==> src/rtl/ppfPkg.sv <==
`timescale 1ns/1ps
package ppfPkg;

  typedef enum logic [1:0] {
    LAYOUT_NARROW = 2'd0,
    LAYOUT_WIDE   = 2'd1,
    LAYOUT_OFF    = 2'd2
  } layoutE;

  // Strobes from control to datapath
  typedef struct packed {
    logic       loadPair;   // capture the input pair at this edge
    logic [1:0] phase;      // slot within the current pair
    layoutE     layout;     // active layout for this line
    logic       swapChroma; // active chroma order for this line
  } ctrlStrobeT;

endpackage

==> src/rtl/ppfCtrl.sv <==
`timescale 1ns/1ps
module ppfCtrl
  import ppfPkg::*;
#(
  parameter int FMT_W = 4,
  parameter int PAD_W = 3
) (
  input  logic             clk,
  input  logic             rstN,
  input  logic             lineStart,
  input  logic [FMT_W-1:0] fmtSel,
  input  logic             chromaSwap,
  input  logic [PAD_W-1:0] padSel,
  input  logic             clkInvert,
  output ctrlStrobeT       strobe,
  output logic             pixClk
);

  localparam logic [FMT_W-1:0] CODE_NARROW = FMT_W'(3);
  localparam logic [FMT_W-1:0] CODE_WIDE   = FMT_W'(2);
  localparam logic [PAD_W-1:0] PAD_HALF    = PAD_W'(5);
  localparam int PHASE_W = 2;
  localparam logic [PHASE_W-1:0] LAST_PHASE = '1;

  layoutE             nextLayout;
  layoutE             lineLayout;
  logic               lineSwap;
  logic               lineHalf;
  logic               lineInv;
  logic [PHASE_W-1:0] phase;

  // Format code decode; every unknown code parks the port
  always_comb begin
    unique case (fmtSel)
      CODE_NARROW: nextLayout = LAYOUT_NARROW;
      CODE_WIDE:   nextLayout = LAYOUT_WIDE;
      default:     nextLayout = LAYOUT_OFF;
    endcase
  end

  // Settings are taken only on the line strobe
  always_ff @(posedge clk) begin
    if (!rstN) begin
      lineLayout <= LAYOUT_NARROW;
      lineSwap   <= 1'b0;
      lineHalf   <= 1'b0;
      lineInv    <= 1'b0;
    end else if (lineStart) begin
      lineLayout <= nextLayout;
      lineSwap   <= chromaSwap;
      lineHalf   <= (padSel == PAD_HALF);
      lineInv    <= clkInvert;
    end
  end

  // Sample phase, restarted at each line
  always_ff @(posedge clk) begin
    if (!rstN)          phase <= '0;
    else if (lineStart) phase <= '0;
    else                phase <= phase + 1'b1;
  end

  always_comb begin
    strobe.loadPair   = lineStart || (phase == LAST_PHASE);
    strobe.phase      = phase;
    strobe.layout     = lineLayout;
    strobe.swapChroma = lineSwap;
  end

  // Half-rate clock is high on the luma slots (odd phases)
  always_comb begin
    if (lineHalf) pixClk = phase[0] ^ lineInv;
    else          pixClk = clk ^ lineInv;
  end

endmodule

==> src/rtl/ppfData.sv <==
`timescale 1ns/1ps
module ppfData
  import ppfPkg::*;
#(
  parameter int DATA_W = 8
) (
  input  logic                clk,
  input  logic                rstN,
  input  ctrlStrobeT          strobe,
  input  logic [DATA_W-1:0]   pairY0,
  input  logic [DATA_W-1:0]   pairY1,
  input  logic [DATA_W-1:0]   pairCb,
  input  logic [DATA_W-1:0]   pairCr,
  output logic [2*DATA_W-1:0] portData,
  output logic [1:0]          portOe
);

  localparam int LANES = 2;
  localparam int HI    = 1;
  localparam int LO    = 0;

  logic [DATA_W-1:0] heldY0, heldY1, heldCb, heldCr;
  logic [DATA_W-1:0] firstC, secondC;
  logic [DATA_W-1:0] laneVal [LANES];
  logic [LANES-1:0]  laneOe;

  always_ff @(posedge clk) begin
    if (!rstN) begin
      heldY0 <= '0;
      heldY1 <= '0;
      heldCb <= '0;
      heldCr <= '0;
    end else if (strobe.loadPair) begin
      heldY0 <= pairY0;
      heldY1 <= pairY1;
      heldCb <= pairCb;
      heldCr <= pairCr;
    end
  end

  assign firstC  = strobe.swapChroma ? heldCr : heldCb;
  assign secondC = strobe.swapChroma ? heldCb : heldCr;

  always_comb begin
    laneVal[HI] = '0;
    laneVal[LO] = '0;
    laneOe      = '0;
    unique case (strobe.layout)
      LAYOUT_NARROW: begin
        laneOe[HI] = 1'b1;
        unique case (strobe.phase)
          2'd0: laneVal[HI] = firstC;
          2'd1: laneVal[HI] = heldY0;
          2'd2: laneVal[HI] = secondC;
          default: laneVal[HI] = heldY1;
        endcase
      end
      LAYOUT_WIDE: begin
        laneOe      = '1;
        laneVal[HI] = strobe.phase[1] ? heldY1 : heldY0;
        laneVal[LO] = strobe.phase[1] ? secondC : firstC;
      end
      default: ;
    endcase
  end

  for (genvar g = 0; g < LANES; g++) begin : gLane
    assign portData[g*DATA_W +: DATA_W] = laneOe[g] ? laneVal[g] : '0;
  end
  assign portOe = laneOe;

endmodule

==> src/rtl/pixelPortFormatter.sv <==
`timescale 1ns/1ps
module pixelPortFormatter
  import ppfPkg::*;
#(
  parameter int DATA_W = 8,
  parameter int FMT_W  = 4,
  parameter int PAD_W  = 3
) (
  input  logic                clk,
  input  logic                rstN,
  input  logic                lineStart,
  input  logic [DATA_W-1:0]   pairY0,
  input  logic [DATA_W-1:0]   pairY1,
  input  logic [DATA_W-1:0]   pairCb,
  input  logic [DATA_W-1:0]   pairCr,
  input  logic [FMT_W-1:0]    fmtSel,
  input  logic                chromaSwap,
  input  logic [PAD_W-1:0]    padSel,
  input  logic                clkInvert,
  output logic [2*DATA_W-1:0] portData,
  output logic [1:0]          portOe,
  output logic                pixClk
);

  ctrlStrobeT ctrlBus;

  ppfCtrl #(.FMT_W(FMT_W), .PAD_W(PAD_W)) i_ctrl (
    .clk(clk), .rstN(rstN), .lineStart(lineStart), .fmtSel(fmtSel),
    .chromaSwap(chromaSwap), .padSel(padSel), .clkInvert(clkInvert),
    .strobe(ctrlBus), .pixClk(pixClk)
  );

  ppfData #(.DATA_W(DATA_W)) i_data (
    .clk(clk), .rstN(rstN), .strobe(ctrlBus),
    .pairY0(pairY0), .pairY1(pairY1), .pairCb(pairCb), .pairCr(pairCr),
    .portData(portData), .portOe(portOe)
  );

endmodule

==> config.mk <==
export PLATFORM = sky130hd
export DESIGN_NAME = pixelPortFormatter
export DESIGN_NICKNAME = d
export VERILOG_FILES = /design/src/rtl/ppfPkg.sv /design/src/rtl/ppfCtrl.sv /design/src/rtl/ppfData.sv /design/src/rtl/pixelPortFormatter.sv
export SDC_FILE = /design/constraint.sdc
export NUM_CORES = 1
export LEC_CHECK = 0
export BUFFER_PORTS_ARGS = -buffer_cell sky130_fd_sc_hd__buf_2
export CAP_MARGIN = 10
export CORE_ASPECT_RATIO = 0.9
export CORE_MARGIN = 4
export CORE_UTILIZATION = 54
export CTS_BUF_LIST = sky130_fd_sc_hd__clkbuf_8
export CTS_CLUSTER_DIAMETER = 150
export DETAILED_ROUTE_END_ITERATION = 7
export PLACE_DENSITY = 0.79
export SYNTH_ARGS = -nofsm -noshare
export SYNTH_HDL_FRONTEND = slang
export SYNTH_SLANG_ARGS = --single-unit
==> constraint.sdc <==
create_clock -name clk -period 1.8 [get_ports clk]
set_input_delay 0.18 -clock clk [delete_from_list [all_inputs] [get_ports clk]]
set_output_delay 0.18 -clock clk [all_outputs]
set_load 0.01 [all_outputs]
==> summary.md, run 1 <==
| Metric | Value |
|---|---|
| Clk slew on worst S/H paths | 0.08 ns |
| Status | finished with violations |
| Path depth of the worst reg2reg path | 4 |
| Flop2flop setup slack | 0.25 ns |
| Critical Path AT | 1.82 ns |
| Hold Fails Final Rpt | 0 |
| Number of unique standard cell types used by synthesis | 34 |
| Sequence of cells on the critical path | buf_12 > mux2_2 > a221oi_2 > o22ai_1 > buf_2 |
| Final Skew | 0.00457 ns |
| Total of max-cap violations | 0 |
| Clock latency on the worst-skew pair | 0.40 ns |
| Final core occ | 0.707 |
| FF+latch area | approximately 790 um^2 |
| Die area | 0.00538 mm^2 |
| First-pass GRT wire length | 9340 um |
| RR Startpoint | i_ctrl.phase[0] |
| Std cell rows | 22 |
| Sw frac | 0.276 |
| RSZ-0062 raised after global routing | true |
| VDD IR max | between 0.0005 and 0.0006 V |
| Pint | about 0.0016 W |
| Lkg Pwr | approximately 1.3 nW |
| Critical path class | register to primary output |
| Vias per Instance | 5.53 |
| Syn nets | 315 |
| Part of the power in the clock network | 0.388 |
| DRT iter0 DRCs | 170 |
| Initial antenna violation count | 0 |
| Post-DP HPWL | between 3000 and 4000 um |
| Worst setup path start | i_ctrl.lineSwap |
| Failing checks | negative setup slack |
| Final ANT Viol Nets | 0 |
| Num ports | between 60 and 70 |
| Antenna cells | 0 |
| Avg WL per Cell | 15.1 um |
| FMAX | 0.500 GHz |
| Place WS | -0.0459 ns |
| Slew at the pin closest to its max-slew limit | between 0.6 and 0.7 ns |
| Die H | 70.0 um |
| Worst R2R End | i_data.heldCr[2] |
| Crit path to | portData[11] |
| Commonest non-fill, non-tap cell in the layout | nand2_1 |
| Final period util | 1.11 |
| Combinational share of power | 0.173 |
| Vias in the first global route | approximately 2.0k |
| All-Layer GR Usage | 0.219 |
| Area leader, netlist | dfxtp_1 |
| CP Max Fanout | 8 |
| Req. time, crit path | 1.62 ns |
| Fill count | around 330 |
| Final Worst Setup Slack | -0.201 ns |
| Min-Delay Path Class | primary input to register |
| First-pass DRT Iterations | 5 |
| Setup violators final | 16 |
| Psw | 0.000604 W |
| Vias | a little over 2k |
| P&R area growth vs syn | 25.8% |
| CP startpoint kind | register |
| Synthesized flop and latch total | 39 |
| Critical path's slowest cell | dfxtp_4 |
| Cell count after synthesis | 267 |
| Gpl congestion | roughly 0.82 |
| Most frequent cells in the layout | nand2_1, buf_2, dfxtp_1 |
| Largest net degree at the start of global routing | 40 |
| Synth warnings | 0 |
| Final wirelength | 5680 um |
| Synthesized cell area | around 0.0023 mm^2 |
| Buffers on Ports | 62 |
| Crit path largest cell delay | 0.40 ns |
| CTS tree | yes |
| Nets | 375 |
| CP Capture Type | primary output |
| Avg Inst Size Synth | 8.63 um^2 |
| Top cell type's share of synthesized area | 0.339 |
| Share of cells above drive strength 1 | 0.358 |
| Core box area | about 0.0041 mm^2 |
| Final min period | 2.00 ns |
| Die X | ~77 um |
| Flop pwr share | 0.439 |
| Area of the multi-input gates | 0.00147 mm^2 |
| Synth top area cells | dfxtp_1, nand2_1, a21boi_0 |
| Worst rel slew slack | 0.592 |
| Register area share after synthesis | 0.339 |
| Initial Utilization | 0.562 |
| DRC viols | 0 |
| Power Density | 756 mW/mm^2 |
| Global route total overflow | 0 |
| Count of pins over their slew limit | 0 |
-- power by group through the flow --
stage               logic, W  registers (W)  clock network, W
detailed placement  0.000341       0.000977         0.0000696
global route        0.000418       0.000966          0.000907
finish              0.000380       0.000961          0.000851
global placement    0.000335       0.000973         0.0000696
floorplan           0.000245       0.000959         0.0000501
CTS                 0.000372       0.000958          0.000870
-- synthesized netlist by cell type --
cell type / n
nand2b_1: 2
xnor2_1: 1
mux2i_1: 11
dfxtp_1: 39
nor3b_1: 2
xor2_4: 1
clkbuf_1: 7
nand3b_1: 1
a21oi_1: 8
o211a_1: 1
a21o_1: 8
a221oi_2: 7
o21ai_0: 8
xnor2_2: 1
or2_2: 1
buf_6: 2
nand2_1: 82
o22ai_1: 8
buf_4: 2
buf_12: 1
mux2_4: 7
nor2b_1: 2
nor2_1: 1
buf_1: 1
ha_1: 4
mux2_2: 9
and3b_1: 1
inv_1: 5
a221oi_1: 1
a21boi_1: 10
nor2_4: 1
a21boi_0: 24
nand4b_1: 1
buf_2: 7
-- area by class of cell --
class                           count  share of cell area
Clock inverter                      1             0.00173
Timing Repair Buffer               69               0.146
Inverter                            5             0.00647
Clock buffer                       10              0.0445
Multi-Input combinational cell    203               0.508
Sequential cell                    39               0.273
Tap cell                           48              0.0207
-- cell families (layout without fill, tap and decap cells) --
group | count (synthesis) | after routing | share of synthesized area
xor+xnor | 3 | 3 | 0.0228
compound gates | 75 | 75 | 0.247
mux | 27 | 27 | 0.137
flops | 39 | 39 | 0.339
buf+inv | 25 | 85 | 0.0613
fa+ha+maj | 4 | 4 | 0.0217
simple gates | 94 | 94 | 0.171
-- through the flow --
| step | hold slack, ns | TNS [ns] | total power [W] | cell area, um^2 | cells |
|---|---|---|---|---|---|
| final | 0.00907 | -2.06 | 0.00219 | 2900 | 375 |
| after CTS | 0.000415 | -2.44 | 0.00220 | 2880 | 374 |
| after floorplan | 0.319 | 0 | 0.00125 | 2300 | 267 |
| after global routing | 0.00755 | -3.11 | 0.00229 | 2900 | 375 |
| after detailed placement | 0.430 | -0.190 | 0.00139 | 2620 | 362 |
| after global placement | 0.425 | 0 | 0.00138 | 2620 | 362 |
-- registers in the layout (all words and copies together) (netlist names) --
register           cells
i_ctrl.lineHalf        1
i_ctrl.lineInv         1
i_ctrl.lineLayout      2
i_ctrl.lineSwap        1
i_ctrl.phase           2
i_data.heldCb          8
i_data.heldCr          8
i_data.heldY0          8
i_data.heldY1          8
-- metal layers --
metal / global-route usage / routed length [um] / share of wire
met1: 0.286 / 2600 / 0.46
met2: 0.327 / 2610 / 0.46
met3: 0.0644 / 414 / 0.073
met4: 0.109 / 57 / 0.010
met5: 0 / 0 / 0
-- worst min path at each step --
stage / cells after the start / to / startpoint
after CTS: 3 / i_data.heldY1[6] / pairY1[6]
after global routing: 3 / i_data.heldY1[6] / pairY1[6]
after global placement: 3 / i_data.heldY1[6] / pairY1[6]
after floorplan: 2 / i_data.heldCb[3] / pairCb[3]
after detailed placement: 3 / i_data.heldY1[5] / pairY1[5]
final: 3 / i_data.heldY1[6] / pairY1[6]
-- timing repair --
item | 4_1_cts | 5_1_grt
cloned | 1 | 0
setup buffers | 1 | 1
gates resized for setup | 24 | 3
endpoints found under the setup margin | 39 | 17
pin swaps | 31 | 12
hold buffers | 0 | 0
-- worst max-delay path, delay by kind of cell (launching register included) --
family                 cells  cell delay [ns]
AOI/OAI and AO/OA          2             0.38
buffers and inverters      2             0.30
DFF                        1             0.40
muxes                      1             0.34
No activity file was read; power rests on OpenSTA's default activity.
==> run 2: changes to the inputs <==
- BUFFER_PORTS_ARGS: -buffer_cell sky130_fd_sc_hd__buf_2 -> not set
- CORE_UTILIZATION: 54 -> 63
- CTS_BUF_LIST: sky130_fd_sc_hd__clkbuf_8 -> sky130_fd_sc_hd__clkbuf_16
- DONT_BUFFER_PORTS: not set -> 1
- PLACE_DENSITY: 0.79 -> 0.76
==> summary.md, run 2 (synthesis gave the netlist of run 1 again) <==
| Metric | Value |
|---|---|
| Placed instance count | 300 (was 362) |
| RSZ-0062 raised after global routing | true (unchanged) |
| Vias per Instance | 6.70 (was 5.53) |
| Final min period | 1.96 ns (was 2.00 ns) |
| Num ports | 63 (unchanged) |
| Hold Path End | i_ctrl.lineLayout[1] (was i_data.heldY1[6]) |
| Power Density | 814 mW/mm^2 (was 756 mW/mm^2) |
| Final Worst Setup Slack | -0.164 ns (was -0.201 ns) |
| Sequence of cells on the critical path | buf_12 > buf_8 > xor2_4 > nand2_2 > a21oi_2 > buf_4 (was buf_12 > mux2_2 > a221oi_2 > o22ai_1 > buf_2) |
| Min-Delay Path Class | primary input to register (unchanged) |
| Setup_tns | -1.67 ns (was -2.06 ns) |
| Setup violators final | 16 (unchanged) |
| Avg WL per Cell | 24.0 um (was 15.1 um) |
| CP startpoint kind | register (unchanged) |
| Status | finished with violations (unchanged) |
| Lkg Pwr | 1.29 nW (was 1.28 nW) |
| FF+latch area | 792 um^2 (unchanged) |
| Std cell rows | 20 (was 22) |
| Buffers on Ports | 0 (was 62) |
| RR Startpoint | i_ctrl.phase[0] (unchanged) |
| P&R area growth vs syn | 42.8% (was 25.8%) |
| Count of pins over their slew limit | 0 (unchanged) |
| Final ANT Viol Nets | 0 (unchanged) |
| Slew at the pin closest to its max-slew limit | 1.15 ns (was 0.612 ns) |
| CTS tree | yes (unchanged) |
| Nets | 359 (was 375) |
| Gpl congestion | 0.845 (was 0.816) |
| Hold Fails Final Rpt | 0 (unchanged) |
| Worst rel slew slack | 0.230 (was 0.592) |
| Largest net degree at the start of global routing | 39 (was 40) |
| First-pass GRT wire length | 11,100 um (was 9340 um) |
| Fill count | 89 (was 328) |
| Die H | 65.4 um (was 70.0 um) |
| Commonest non-fill, non-tap cell in the layout | nand2_1 (unchanged) |
| Vias in the first global route | 2,187 (was 2,010) |
| DRC viols | 0 (unchanged) |
| Most frequent cells in the layout | nand2_1, dlygate4sd3_1, dfxtp_1 (was nand2_1, buf_2, dfxtp_1) |
| Die area | 0.00469 mm^2 (was 0.00538 mm^2) |
| Area of the multi-input gates | 0.00164 mm^2 (was 0.00147 mm^2) |
| Core box area | 0.00345 mm^2 (was 0.00410 mm^2) |
| Clock latency on the worst-skew pair | 0.40 ns (about the same) |
| Crit path largest cell delay | 0.38 ns (was 0.40 ns) |
| Req. time, crit path | 1.62 ns (about the same) |
| CP Max Fanout | 7 (was 8) |
| FMAX | 0.509 GHz (was 0.500 GHz) |
| Critical path's slowest cell | dfxtp_4 (unchanged) |
| All-Layer GR Usage | 0.316 (was 0.219) |
| Global route total overflow | 0 (unchanged) |
| VDD IR max | 0.00108 V (was 0.000590 V) |
| Critical Path AT | 1.78 ns (was 1.82 ns) |
| First-pass DRT Iterations | 5 (unchanged) |
| CP Capture Type | primary output (unchanged) |
| Fin cells | 356 (was 375) |
| Share of cells above drive strength 1 | 0.256 (was 0.358) |
| Final Skew | 0.00158 ns (was 0.00457 ns) |
| Total of max-cap violations | 0 (unchanged) |
| DRT iter0 DRCs | 309 (was 170) |
| Die X | 71.8 um (was 76.9 um) |
| Hold depth | 3 (unchanged) |
| Vias | 2,385 (was 2,075) |
| Clk slew on worst S/H paths | 0.06 ns (was 0.08 ns) |
| Failing checks | negative setup slack (unchanged) |
| Flop2flop setup slack | 0.10 ns (was 0.25 ns) |
| Initial Utilization | 0.667 (was 0.562) |
| Post-DP HPWL | 3640 um (was 3750 um) |
| Path depth of the worst reg2reg path | 4 (unchanged) |
| Final wirelength | 8530 um (was 5680 um) |
| Final period util | 1.09 (was 1.11) |
| Hold_sp | fmtSel[2] (was pairY1[6]) |
| Initial antenna violation count | 0 (unchanged) |
| Worst R2R End | i_data.heldCb[7] (was i_data.heldCr[2]) |
| Antenna cells | 0 (unchanged) |
| Critical path class | register to primary output (unchanged) |
[run 2: cell types whose count changed in the layout (fill, tap and decap cells not counted), moves of 9 or more]
cell | before | now
clkbuf_8 | 9 | 0
clkbuf_16 | 0 | 9
dlygate4sd3_1 | 0 | 40
buf_2 | 62 | 0
[run 2: critical path: cells and delay by family, from the launching register on]
kind            cells  cell delay [ns]
simple gates        1             0.10
xor+xnor            1             0.31
flops               1             0.38
compound gates      1             0.18
buf+inv             3             0.42
[run 2: stage by stage]
stage	util	area (um^2)	worst slack, ns	total power, W	hold WS, ns
floorplan	-	2300	0.0793	0.00125	0.319
global placement	0.671	2320	0.262	0.00128	0.262
detailed placement	0.671	2320	0.222	0.00129	0.262
CTS	0.892	3080	-0.0787	0.00258	0.0184
global route	0.953	3290	-0.195	0.00276	0.0879
finish	0.953	3290	-0.164	0.00268	0.0741
[run 2: worst max-delay path by stage]
stage,slack [ns],depth (start not counted),endpoint,start
3_3_place_gp,0.26,4,i_data.heldCb[2],i_ctrl.phase[1]
4_1_cts,-0.08,6,portData[1],i_ctrl.lineSwap
2_1_floorplan,0.08,7,portData[15],i_ctrl.phase[1]
3_5_place_dp,0.22,4,portData[15],i_ctrl.lineSwap
6_report,-0.16,6,portData[1],i_ctrl.lineSwap
5_1_grt,-0.19,6,portData[1],i_ctrl.lineSwap
[run 2: per-layer routing]
metal  routed length [um]  GRT usage  up-vias
met5                    0          0        -
met4                  436      0.146        0
met3                  947      0.106       49
met2                 3990      0.534      209
met1                 3160      0.360     1113
li1                     -          -     1014
[run 2: power breakdown]
group,leakage [nW],switching (W),internal (W),total [W]
Combinational,0.854,0.000242,0.000240,0.000482
Sequential,0.323,0.0000626,0.000910,0.000972
Clock,0.111,0.000423,0.000803,0.00123
Total,1.29,0.000728,0.00195,0.00268
[run 2: repair_timing]
item | in CTS | in global routing
pin swaps | 13 | 21
resized for setup | 28 | 31
hold endpoints to repair | 39 | 0
hold buffers | 40 | 0
buffers inserted | 1 | 2
cloned | 1 | 1
endpoints found under the setup margin | 16 | 16
[run 2: final cells by class]
class	count	share of cell area
multi-input combinational	203	0.499
inverter	5	0.00570
timing repair buffer	54	0.173
sequential	39	0.241
clock buffer	8	0.0608
tap	44	0.0167
clock inverter	3	0.00342
